`config.mk`:
```
export PLATFORM = sky130hd
export DESIGN_NAME = phy_mgmt_regfile
export DESIGN_NICKNAME = d
export VERILOG_FILES = /design/src/rtl/pmr_pkg.sv /design/src/rtl/pmr_cmd_decode.sv /design/src/rtl/pmr_regbank.sv /design/src/rtl/pmr_an_timer.sv /design/src/rtl/phy_mgmt_regfile.sv
export SDC_FILE = /design/constraint.sdc
export NUM_CORES = 1
export LEC_CHECK = 0
export ABC_CLOCK_PERIOD_IN_PS = 3000
export BUFFER_PORTS_ARGS = -buffer_cell sky130_fd_sc_hd__clkbuf_2
export CORE_ASPECT_RATIO = 0.9
export CORE_MARGIN = 4
export CORE_UTILIZATION = 59
export DETAILED_ROUTE_END_ITERATION = 10
export PLACE_DENSITY_LB_ADDON = 0.25
export SLEW_MARGIN = 20
export SYNTH_ARGS = -nofsm -noshare
export SYNTH_HDL_FRONTEND = slang
export SYNTH_SLANG_ARGS = --single-unit
```
`constraint.sdc`:
```
create_clock -name clk -period 3 [get_ports clk]
set_input_delay 0.6 -clock clk [delete_from_list [all_inputs] [get_ports clk]]
set_output_delay 0.6 -clock clk [all_outputs]
set_load 0.01 [all_outputs]
```
`src/rtl/pmr_pkg.sv`:
```
// Package: shared widths, command field positions, register numbers and
// the per-entry capability and reset-value tables of the PHY register bank.
// Assumes a 32-entry bank of 16-bit registers addressed by 5 bits.
package pmr_pkg;

    localparam int unsigned PMR_ADDR_W = 5;
    localparam int unsigned PMR_REG_W  = 16;
    localparam int unsigned PMR_CMD_W  = 32;

    // Command word field positions
    localparam int unsigned CMD_ADDR_LSB = 16;
    localparam int unsigned CMD_OP_LSB   = 21;
    localparam int unsigned CMD_INT_BIT  = 24;
    localparam int unsigned CMD_RDY_BIT  = 28;
    localparam int unsigned CMD_ERR_BIT  = 30;

    typedef enum logic [1:0] {
        OP_NONE  = 2'b00,
        OP_WRITE = 2'b01,
        OP_READ  = 2'b10,
        OP_BAD   = 2'b11
    } pmr_op_e;

    // Register numbers
    localparam logic [PMR_ADDR_W-1:0] REG_CTRL  = 5'd0;
    localparam logic [PMR_ADDR_W-1:0] REG_STAT  = 5'd1;
    localparam logic [PMR_ADDR_W-1:0] REG_ID1   = 5'd2;
    localparam logic [PMR_ADDR_W-1:0] REG_ID2   = 5'd3;
    localparam logic [PMR_ADDR_W-1:0] REG_ADV   = 5'd4;
    localparam logic [PMR_ADDR_W-1:0] REG_LPA   = 5'd5;
    localparam logic [PMR_ADDR_W-1:0] REG_GCTRL = 5'd9;
    localparam logic [PMR_ADDR_W-1:0] REG_GSTAT = 5'd10;
    localparam logic [PMR_ADDR_W-1:0] REG_SCTRL = 5'd16;
    localparam logic [PMR_ADDR_W-1:0] REG_SSTAT = 5'd17;
    localparam logic [PMR_ADDR_W-1:0] REG_XCTRL = 5'd20;

    // Control and status bit positions
    localparam int unsigned CTRL_AN_EN  = 12;
    localparam int unsigned CTRL_AN_RST = 9;
    localparam int unsigned STAT_LINK   = 2;
    localparam int unsigned STAT_ANC    = 5;

    localparam logic [PMR_REG_W-1:0] STAT_DEFAULT = 16'h794D;

    // Entry may be written through the command register
    function automatic logic pmr_writable(input logic [PMR_ADDR_W-1:0] a);
        return (a == REG_CTRL) || (a == REG_ADV) || (a == REG_GCTRL) ||
               (a == REG_SCTRL) || (a == REG_XCTRL);
    endfunction

    // Entry may be read through the command register
    function automatic logic pmr_readable(input logic [PMR_ADDR_W-1:0] a);
        return pmr_writable(a) || (a == REG_STAT) || (a == REG_ID1) ||
               (a == REG_ID2) || (a == REG_LPA) || (a == REG_GSTAT) ||
               (a == REG_SSTAT);
    endfunction

    // Value of each entry after reset
    function automatic logic [PMR_REG_W-1:0] pmr_reset_value(input logic [PMR_ADDR_W-1:0] a);
        case (a)
            REG_CTRL:  return 16'h1140;
            REG_STAT:  return STAT_DEFAULT;
            REG_ID1:   return 16'h0141;
            REG_ADV:   return 16'h0DE1;
            REG_LPA:   return 16'h01E0;
            REG_GSTAT: return 16'h3C00;
            default:   return '0;
        endcase
    endfunction

endpackage

```
`src/rtl/pmr_cmd_decode.sv`:
```
// Command decoder: turns the opcode and register number of a taken command
// into read/write strobes, the permission checks and the error outcome.
// Purely combinational; assumes the strobe is valid for one cycle.
module pmr_cmd_decode
    import pmr_pkg::*;
#(
    parameter int unsigned ADDR_W = PMR_ADDR_W
) (
    input  logic              cmd_we,
    input  logic [1:0]        op_field,
    input  logic [ADDR_W-1:0] addr,
    output logic              do_write,
    output logic              do_read,
    output logic              rd_ok,
    output logic              err
);

    logic wr_ok;
    logic is_wr;
    logic is_rd;

    // Permission lookup and opcode classification
    always_comb begin
        wr_ok    = pmr_writable(PMR_ADDR_W'(addr));
        rd_ok    = pmr_readable(PMR_ADDR_W'(addr));
        is_wr    = (pmr_op_e'(op_field) == OP_WRITE);
        is_rd    = (pmr_op_e'(op_field) == OP_READ);
        do_write = cmd_we && is_wr && wr_ok;
        do_read  = cmd_we && is_rd;
        err      = !(is_wr || is_rd) || (is_wr && !wr_ok) || (is_rd && !rd_ok);
    end

endmodule

```
`src/rtl/pmr_regbank.sv`:
```
// Register bank: one flop row per writable entry, constants for read-only
// entries, and the status entry supplied from outside. Structure of each
// entry is picked at elaboration from the capability table.
module pmr_regbank
    import pmr_pkg::*;
#(
    parameter int unsigned ADDR_W = PMR_ADDR_W,
    parameter int unsigned REG_W  = PMR_REG_W
) (
    input  logic              clk,
    input  logic              rst_n,
    input  logic              wr_en,
    input  logic [ADDR_W-1:0] wr_addr,
    input  logic [REG_W-1:0]  wr_data,
    input  logic [ADDR_W-1:0] rd_addr,
    input  logic [REG_W-1:0]  stat_value,
    output logic [REG_W-1:0]  rd_data
);

    localparam int unsigned NUM_REGS = 1 << ADDR_W;

    logic [NUM_REGS-1:0][REG_W-1:0] bank;

    for (genvar i = 0; i < NUM_REGS; i++) begin : g_ent
        localparam logic [PMR_ADDR_W-1:0] IDX = PMR_ADDR_W'(i);
        if (IDX == REG_STAT) begin : g_stat
            assign bank[i] = stat_value;
        end else if (pmr_writable(IDX)) begin : g_rw
            logic [REG_W-1:0] q;
            // Holds one writable entry, loaded with its default in reset
            always_ff @(posedge clk) begin
                if (!rst_n) begin
                    q <= REG_W'(pmr_reset_value(IDX));
                end else if (wr_en && (wr_addr == ADDR_W'(i))) begin
                    q <= wr_data;
                end
            end
            assign bank[i] = q;
        end else begin : g_ro
            assign bank[i] = REG_W'(pmr_reset_value(IDX));
        end
    end

    assign rd_data = bank[rd_addr];

endmodule

```
`src/rtl/pmr_an_timer.sv`:
```
// Autonegotiation restart sequencer: a restart drops the link and clears
// the completion flag, then a down-counter of DELAY cycles brings both back.
// A restart while counting reloads the full count. Reset cancels counting
// and takes the link state from the external link input.
module pmr_an_timer #(
    parameter int unsigned DELAY = 62_500_000
) (
    input  logic clk,
    input  logic rst_n,
    input  logic link_ext_i,
    input  logic restart_i,
    output logic link_o,
    output logic done_o
);

    localparam int unsigned CNT_W = $clog2(DELAY + 1);

    logic [CNT_W-1:0] cnt;

    // Counts the restart delay and updates link and completion state
    always_ff @(posedge clk) begin
        if (!rst_n) begin
            cnt    <= '0;
            link_o <= link_ext_i;
            done_o <= 1'b0;
        end else if (restart_i) begin
            cnt    <= CNT_W'(DELAY);
            link_o <= 1'b0;
            done_o <= 1'b0;
        end else if (cnt != '0) begin
            cnt <= cnt - 1'b1;
            if (cnt == CNT_W'(1)) begin
                link_o <= 1'b1;
                done_o <= 1'b1;
            end
        end
    end

endmodule

```
`src/rtl/phy_mgmt_regfile.sv`:
```
// Top level: single command register in front of the PHY register bank.
// A command is taken and completed at the edge where cmd_we_i is high; the
// result, ready and error bits show from the next cycle. Control writes
// with autoneg enable and restart start the link restart sequence.
module phy_mgmt_regfile
    import pmr_pkg::*;
#(
    parameter int unsigned AN_DELAY = 62_500_000,
    parameter int unsigned ADDR_W   = PMR_ADDR_W,
    parameter int unsigned REG_W    = PMR_REG_W,
    parameter int unsigned CMD_W    = PMR_CMD_W
) (
    input  logic             clk,
    input  logic             rst_n,
    input  logic             link_ext_i,
    input  logic             cmd_we_i,
    input  logic [CMD_W-1:0] cmd_wdata_i,
    output logic [CMD_W-1:0] cmd_rdata_o,
    output logic             mdac_int_o,
    output logic             link_up_o
);

    logic [ADDR_W-1:0] addr;
    logic [REG_W-1:0]  wdata;
    logic [1:0]        op_field;
    logic              do_write;
    logic              do_read;
    logic              rd_ok;
    logic              err;
    logic              restart;
    logic              an_done;
    logic [REG_W-1:0]  stat_value;
    logic [REG_W-1:0]  rd_data;
    logic [CMD_W-1:0]  cmd_next;
    logic [CMD_W-1:0]  cmd_q;
    logic              mdac_q;

    assign addr     = cmd_wdata_i[CMD_ADDR_LSB +: ADDR_W];
    assign wdata    = cmd_wdata_i[REG_W-1:0];
    assign op_field = cmd_wdata_i[CMD_OP_LSB +: 2];

    pmr_cmd_decode #(.ADDR_W(ADDR_W)) u_dec (
        .cmd_we   (cmd_we_i),
        .op_field (op_field),
        .addr     (addr),
        .do_write (do_write),
        .do_read  (do_read),
        .rd_ok    (rd_ok),
        .err      (err)
    );

    // Restart request: accepted control write with enable and restart bits
    assign restart = do_write && (addr == ADDR_W'(REG_CTRL)) &&
                     wdata[CTRL_AN_EN] && wdata[CTRL_AN_RST];

    pmr_an_timer #(.DELAY(AN_DELAY)) u_an (
        .clk        (clk),
        .rst_n      (rst_n),
        .link_ext_i (link_ext_i),
        .restart_i  (restart),
        .link_o     (link_up_o),
        .done_o     (an_done)
    );

    // Status entry: fixed defaults with live link and completion bits
    always_comb begin
        stat_value            = REG_W'(STAT_DEFAULT);
        stat_value[STAT_LINK] = link_up_o;
        stat_value[STAT_ANC]  = an_done;
    end

    pmr_regbank #(.ADDR_W(ADDR_W), .REG_W(REG_W)) u_bank (
        .clk        (clk),
        .rst_n      (rst_n),
        .wr_en      (do_write),
        .wr_addr    (addr),
        .wr_data    (wdata),
        .rd_addr    (addr),
        .stat_value (stat_value),
        .rd_data    (rd_data)
    );

    // Completed command word: echo with ready, error and read data
    always_comb begin
        cmd_next              = cmd_wdata_i;
        cmd_next[CMD_RDY_BIT] = 1'b1;
        cmd_next[CMD_ERR_BIT] = err;
        if (do_read) begin
            cmd_next[REG_W-1:0] = rd_ok ? rd_data : '0;
        end
    end

    // Command register and management-done pulse
    always_ff @(posedge clk) begin
        if (!rst_n) begin
            cmd_q  <= '0;
            mdac_q <= 1'b0;
        end else begin
            if (cmd_we_i) begin
                cmd_q <= cmd_next;
            end
            mdac_q <= cmd_we_i && cmd_wdata_i[CMD_INT_BIT];
        end
    end

    assign cmd_rdata_o = cmd_q;
    assign mdac_int_o  = mdac_q;

endmodule

```
## Word-level counts from Yosys, hierarchy flattened

Index checks and enable logic that the tools add are counted.

| storage, ports and cells | value |
|---|---|
| bits in registers | 141 |
| bits in latches | 0 |
| RAM bits | 0 |
| ROM bits | 0 |
| output and inout bits | 34 |
| logic and storage cells | 74 |
| memories | 0 |

| operators by class | value |
|---|---|
| $add $sub $neg | 1 |
| multiply operators | 0 |
| div/mod/pow operators | 0 |
| order comparisons | 1 |
| equality and inequality tests | 15 |
| shift-type cells | 0 |
| mux-type cells | 10 |
| bitwise gates (word level) | 1 |
| reductions and logical operators | 35 |

Operator list:

| cell | number |
|---|---|
| $bmux W16 S5 | 1 |
| $mux W26 | 2 |
| $mux W16 | 3 |
| $eq A26 B1 Y1 const B | 1 |
| $reduce_bool A26 Y1 | 1 |
| $sub A26 B1 Y26 const B | 1 |
| $eq A5 B5 Y1 const B | 3 |
| $logic_and A1 B1 Y1 | 13 |
| $logic_or A1 B1 Y1 | 13 |
| $eq A5 B2 Y1 const B | 2 |
| $eq A5 B3 Y1 const B | 2 |
| $eq A5 B4 Y1 const B | 2 |
| $lt A5 B6 Y1 const B | 1 |
| $ne A3 B1 Y1 const B | 2 |
| $eq A5 B1 Y1 const B | 1 |
| $logic_not A5 Y1 | 1 |
| $mux W1 | 4 |
| $reduce_and A2 Y1 | 2 |
| $logic_not A1 Y1 | 3 |
| $eq A2 B1 Y1 const B | 1 |
| $eq A2 B2 Y1 const B | 1 |
| $reduce_bool A2 Y1 | 1 |
| $reduce_or A2 Y1 | 1 |
| $not A1 Y1 | 1 |

## Depth between registers and ports, before layout

| logic depth | value |
|---|---|
| depth after elaboration | 14 |
| mapped depth | 8 |

## Hierarchy

From an unflattened synthesis, not the netlist that was laid out.

| second synthesis, totals | value |
|---|---|
| cell total of the unflattened synthesis | 794 |
| area, all modules | 6,909.1 µm² |

Modules (own cells, without submodules):

| module | times used | cells each | area each (µm²) | seq. area each (µm²) |
|---|---|---|---|---|
| pmr_regbank | 1 | 474 | 4,056.4 | 1,601.5 |
| phy_mgmt_regfile | 1 | 146 | 1,367.6 | 660.6 |
| pmr_an_timer | 1 | 155 | 1,366.3 | 570.5 |
| pmr_cmd_decode | 1 | 19 | 118.9 | 0.0 |

## Least setup slack after synthesis

OpenSTA, ideal clock, no wires.

| path | value |
|---|---|
| path kind | input-to-reg |
| start | input port cmd_wdata_i[19] |
| end | register u_bank.g_ent[4].g_rw.q[13] |
| setup time | 0.076 ns |
| arrival | 2.203 ns |
| required time | 2.924 ns |
| path slack | 0.722 ns |
| stages on the path | 8 |
| buffers on the path | 3 |
| cells stage by stage | clkbuf_1 -> or2_2 -> nor3_1 -> and2_1 -> clkbuf_1 -> clkbuf_1 -> nand2_1 -> a21boi_0 |

| between the ends | value |
|---|---|
| word-level cells in the longest chain between the ends | 7 |
| elaborated cells between the ends (all ways) | 11 |
| classes of those cells | eq/ne: 4; reduce/logical: 7 |

RTL lines:

| what | line | RTL |
|---|---|---|
| from (decl) | phy_mgmt_regfile.sv:17 | `input logic [CMD_W-1:0] cmd_wdata_i,` |
| $eq A5 B3 Y1 / $logic_not A5 Y1 (equally long branches) | pmr_pkg.sv:47, pmr_regbank.sv:34 |  |
| $logic_or A1 B1 Y1 (3 in series) | pmr_pkg.sv:47 | `return (a == REG_CTRL) \|\| (a == REG_ADV) \|\| (a == REG_GCTRL) \|\|` |
| $logic_or A1 B1 Y1 | pmr_pkg.sv:48 | `(a == REG_SCTRL) \|\| (a == REG_XCTRL);` |
| $logic_and A1 B1 Y1 | pmr_cmd_decode.sv:28 | `do_write = cmd_we && is_wr && wr_ok;` |
| $logic_and A1 B1 Y1 (*) | pmr_regbank.sv:34 | `end else if (wr_en && (wr_addr == ADDR_W'(i))) begin` |
| to (signal assigned) | pmr_regbank.sv:33 | `q <= REG_W'(pmr_reset_value(IDX));` |
| to (signal assigned) | pmr_regbank.sv:35 | `q <= wr_data;` |
| to (decl) | pmr_regbank.sv:29 | `logic [REG_W-1:0] q;` |

Every way passes the cells marked *; elsewhere a longest branch is shown, timed or not.
A chain may end at the register's enable or synchronous reset.

## Worst setup path after layout

| path | value |
|---|---|
| start | register u_an.cnt[17] |
| end | register u_an.link_o (enable) |

| between the ends | value |
|---|---|
| word-level cells in the longest chain between the ends | 3 |
| elaborated cells between the ends (all ways) | 5 |
| classes of those cells | eq/ne: 3; reduce/logical: 2 |

RTL lines:

| what | line | RTL |
|---|---|---|
| from (decl) | pmr_an_timer.sv:18 | `logic [CNT_W-1:0] cnt;` |
| from (signal assigned) | pmr_an_timer.sv:27 | `cnt <= CNT_W'(DELAY);` |
| from (signal assigned) | pmr_an_timer.sv:31 | `cnt <= cnt - 1'b1;` |
| $eq A26 B1 Y1 / $reduce_bool A26 Y1 (equally long branches) | pmr_an_timer.sv:32, pmr_an_timer.sv:30 |  |
| $ne A3 B1 Y1 (no line) | n/a |  |
| $reduce_and A2 Y1 (no line) (*) | n/a |  |
| to (signal assigned) | pmr_an_timer.sv:24 | `link_o <= link_ext_i;` |
| to (decl) | pmr_an_timer.sv:12 | `output logic link_o,` |

Marks and branches as above.

==> flow_metrics.py <==
metrics = {
    "final_layout": {
        "drive_above_1_share": 0.172,
        "fill_cells": 819,
        "antenna_cells": 0,
        "area_delta_synth_final_pct": 16.2,
        "final_cell_mix": "dfxtp_1 (140), nand2_1 (126), a21boi_0 (70), clkbuf_2 (66), nand3_1 (63)",
        "final_common_cell": "dfxtp_1",
        "nets": 894,
    },
    "setup_path": {
        "cp.arrival_ns": 2.58,
        "critPathLaunchType": "flip-flop",
        "critPathKind": "reg -> reg",
        "end_kind": "flip-flop",
        "reg2reg_setup_slack_ns": 0.55,
        "critPathRequiredTime_ns": 3.13,
        "path_max_fanout": 9,
    },
    "yosys": {
        "synth.distinct_cells": 61,
        "synth_warnings": 0,
        "synthTopCellsByArea": "dfxtp_1 (41%), a21boi_0 (7.8%), nand2_1 (7.0%)",
        "synth_edf_count": 1,
        "ys_async_sr_fraction": 0,
        "synth_top_area_share": 0.414,
        "ys_seq_area_frac": 0.419,
        "synthesis.nets": 842,
        "yosys.area.top_type": "dfxtp_1",
        "avgSynthCellArea_sq_um": 8.41,
        "ys.flop_type": "dfxtp_1",
        "synth-seq-cells": 141,
        "syn_inst": 804,
        "synth_area_sq_um": 6760,
    },
    "drt": {
        "via_count": 6418,
        "drt-total-wl_um": 19500,
        "drcViolationCount": 0,
        "wl_per_cell_um": 19.1,
        "drt_iter0_drc": 964,
        "viasPerCell": 6.29,
        "firstDrtPassIters": 6,
        "ant_nets": 0,
    },
    "floorplan": {
        "rows": 36,
        "ios": 70,
        "initial_utilization": 0.613,
        "die_w_um": 121,
        "core_sq_um": 11000,
        "die_h_um": 110,
        "die_area_sq_um": 13200,
    },
    "sta": {
        "finalCritPeriodShare": 0.816,
        "slew_headroom": 0.493,
        "period_minus_slack_ns": 2.45,
        "worst_slew_pin_slew_ns": 0.758,
        "rsz0062_at_grt": "no",
        "setup_viol": 0,
        "fmax_mhz": 408,
        "slew_viol_final": 0,
        "hold_viol": 0,
        "hold-worst-slack_ns": 0.445,
        "clock_skew_ns": 0.00533,
        "fin_setup_tns_ns": 0,
    },
    "power": {
        "net-switching-power_mw": 1.88,
        "netSwitchingFraction": 0.323,
        "combPwrFrac": 0.268,
        "p_leak_nw": 3.01,
        "pwr-share-seq": 0.371,
        "clockPowerShare": 0.361,
        "internal_power_mw": 3.94,
        "ir_drop_mv": 0.778,
        "power.total_mw": 5.82,
        "p_per_area_nw_per_um2": 740,
    },
    "clock_tree": {
        "path_clk_slew_ns": 0.05,
        "cts_inserted_buffers": 17,
        "post_cts_buffers": 0,
        "clkLatencyLatePin_ns": 0.42,
        "clk_path_buf_depth": 2,
        "cts_tree": "built",
        "clock-sinks": 141,
        "hold_buffers": 0,
        "cts-resized-gates": 0,
        "root_buffer": "clkbuf_16",
        "htreeDepth": 4,
    },
    "worst_hold_path": {
        "min_path_type": "in -> reg",
    },
    "global_routing": {
        "grt_pass1_vias": 6125,
        "grt_max_degree": 51,
        "antenna_found_initial": 0,
        "grt_pass1_wl_um": 31500,
        "grt_usage": 0.305,
        "grt-ovfl-total": 0,
    },
    "flow_run": {
        "cap_viol_max_count": 0,
    },
    "place": {
        "hpwl_um": 13200,
        "gp_congestion": 0.897,
        "numPortBuffers": 67,
    },
    "run_status": {
        "status": "complete, no violations",
    },
}
layout make-up:
type                       count  area, sq um  share of cell area
multi-input combinational    589         3650               0.464
sequential                   141         2830               0.360
timing repair buffer         100          583              0.0742
clock buffer                  23          468              0.0595
tap                          152          190              0.0242
clock inverter                 8          115              0.0146
inverter                       7         26.3             0.00334
cells in the mapped netlist, drive strengths merged, types with 4 or more instances:
| master | number |
|---|---|
| and3 | 12 |
| nand3 | 63 |
| nor3 | 11 |
| a31oi | 7 |
| mux2i | 19 |
| nor2b | 25 |
| nor2 | 45 |
| o211ai | 4 |
| inv | 6 |
| o2bb2ai | 7 |
| nand2b | 9 |
| or4 | 5 |
| xnor2 | 10 |
| nand2 | 126 |
| a21oi | 30 |
| xor2 | 8 |
| buf | 17 |
| and2 | 6 |
| o21a | 8 |
| mux2 | 6 |
| a221oi | 9 |
| dfxtp | 140 |
| or2 | 4 |
| o21ai | 23 |
| or3 | 5 |
| o21bai | 4 |
| clkbuf | 50 |
| nand3b | 6 |
| nor3b | 4 |
| a211o | 4 |
| a21boi | 72 |
| nand4 | 7 |
| nor4 | 7 |
| mux4 | 6 |
| a211oi | 9 |
state kept, by name, summed over array words and instances (netlist names):
name                 flops
mdac_int_o               1
u_bank.g_ent.g_rw.q     80
u_an.done_o              1
u_an.link_o              1
cmd_rdata_o             32
u_an.cnt                26
final timing paths:
kind                                      start         endpoint  cells past startpoint
worst max-delay path               u_an.cnt[17]      u_an.link_o                      5
worst max register to register     u_an.cnt[17]      u_an.link_o                      5
worst min-delay path            cmd_wdata_i[27]  cmd_rdata_o[27]                      3
worst min register to register  cmd_rdata_o[28]  cmd_rdata_o[28]                      1
stage by stage:
| stage | cells | area [sq um] | util | setup slack [ns] |
|---|---|---|---|---|
| floorplan | 804 | 6760 | - | 0.722 |
| global placement | 989 | 7280 | 0.660 | 0.420 |
| detailed placement | 989 | 7280 | 0.660 | 0.374 |
| CTS | 1020 | 7860 | 0.712 | 0.576 |
| global route | 1020 | 7860 | 0.712 | 0.340 |
| finish | 1020 | 7860 | 0.712 | 0.551 |
cells by family after synthesis:
logic type                 synth area share
and+or+nand+nor                       0.247
AOI/OAI and AO/OA                     0.207
DFF                                   0.419
buffers and inverters                0.0422
muxes                                0.0581
xor gates and xnor gates             0.0233
adders and majority gates           0.00370
metal layers:
layer  wire (um)  global-route usage
met1        8200               0.407
met2        8930               0.486
met3        2030              0.0700
met4         353               0.111
met5           0                   0
power groups by stage:
stage	sequential, mW	combinational (mW)	clock, mW
final	2.16	1.56	2.10
after global routing	2.18	1.69	2.20
after CTS	2.16	1.52	2.11
after detailed placement	2.19	1.51	0
after global placement	2.18	1.45	0
after floorplan	2.17	1.17	0
critical path, cell delays in order (launching register included):
cell      delay [ns]
dfxtp_1         0.33
or4_1           0.62
or4_1           0.72
nor3_1          0.24
nand3b_1        0.12
nand3_1         0.11
Note: power is estimated with default switching activity, not from simulation.
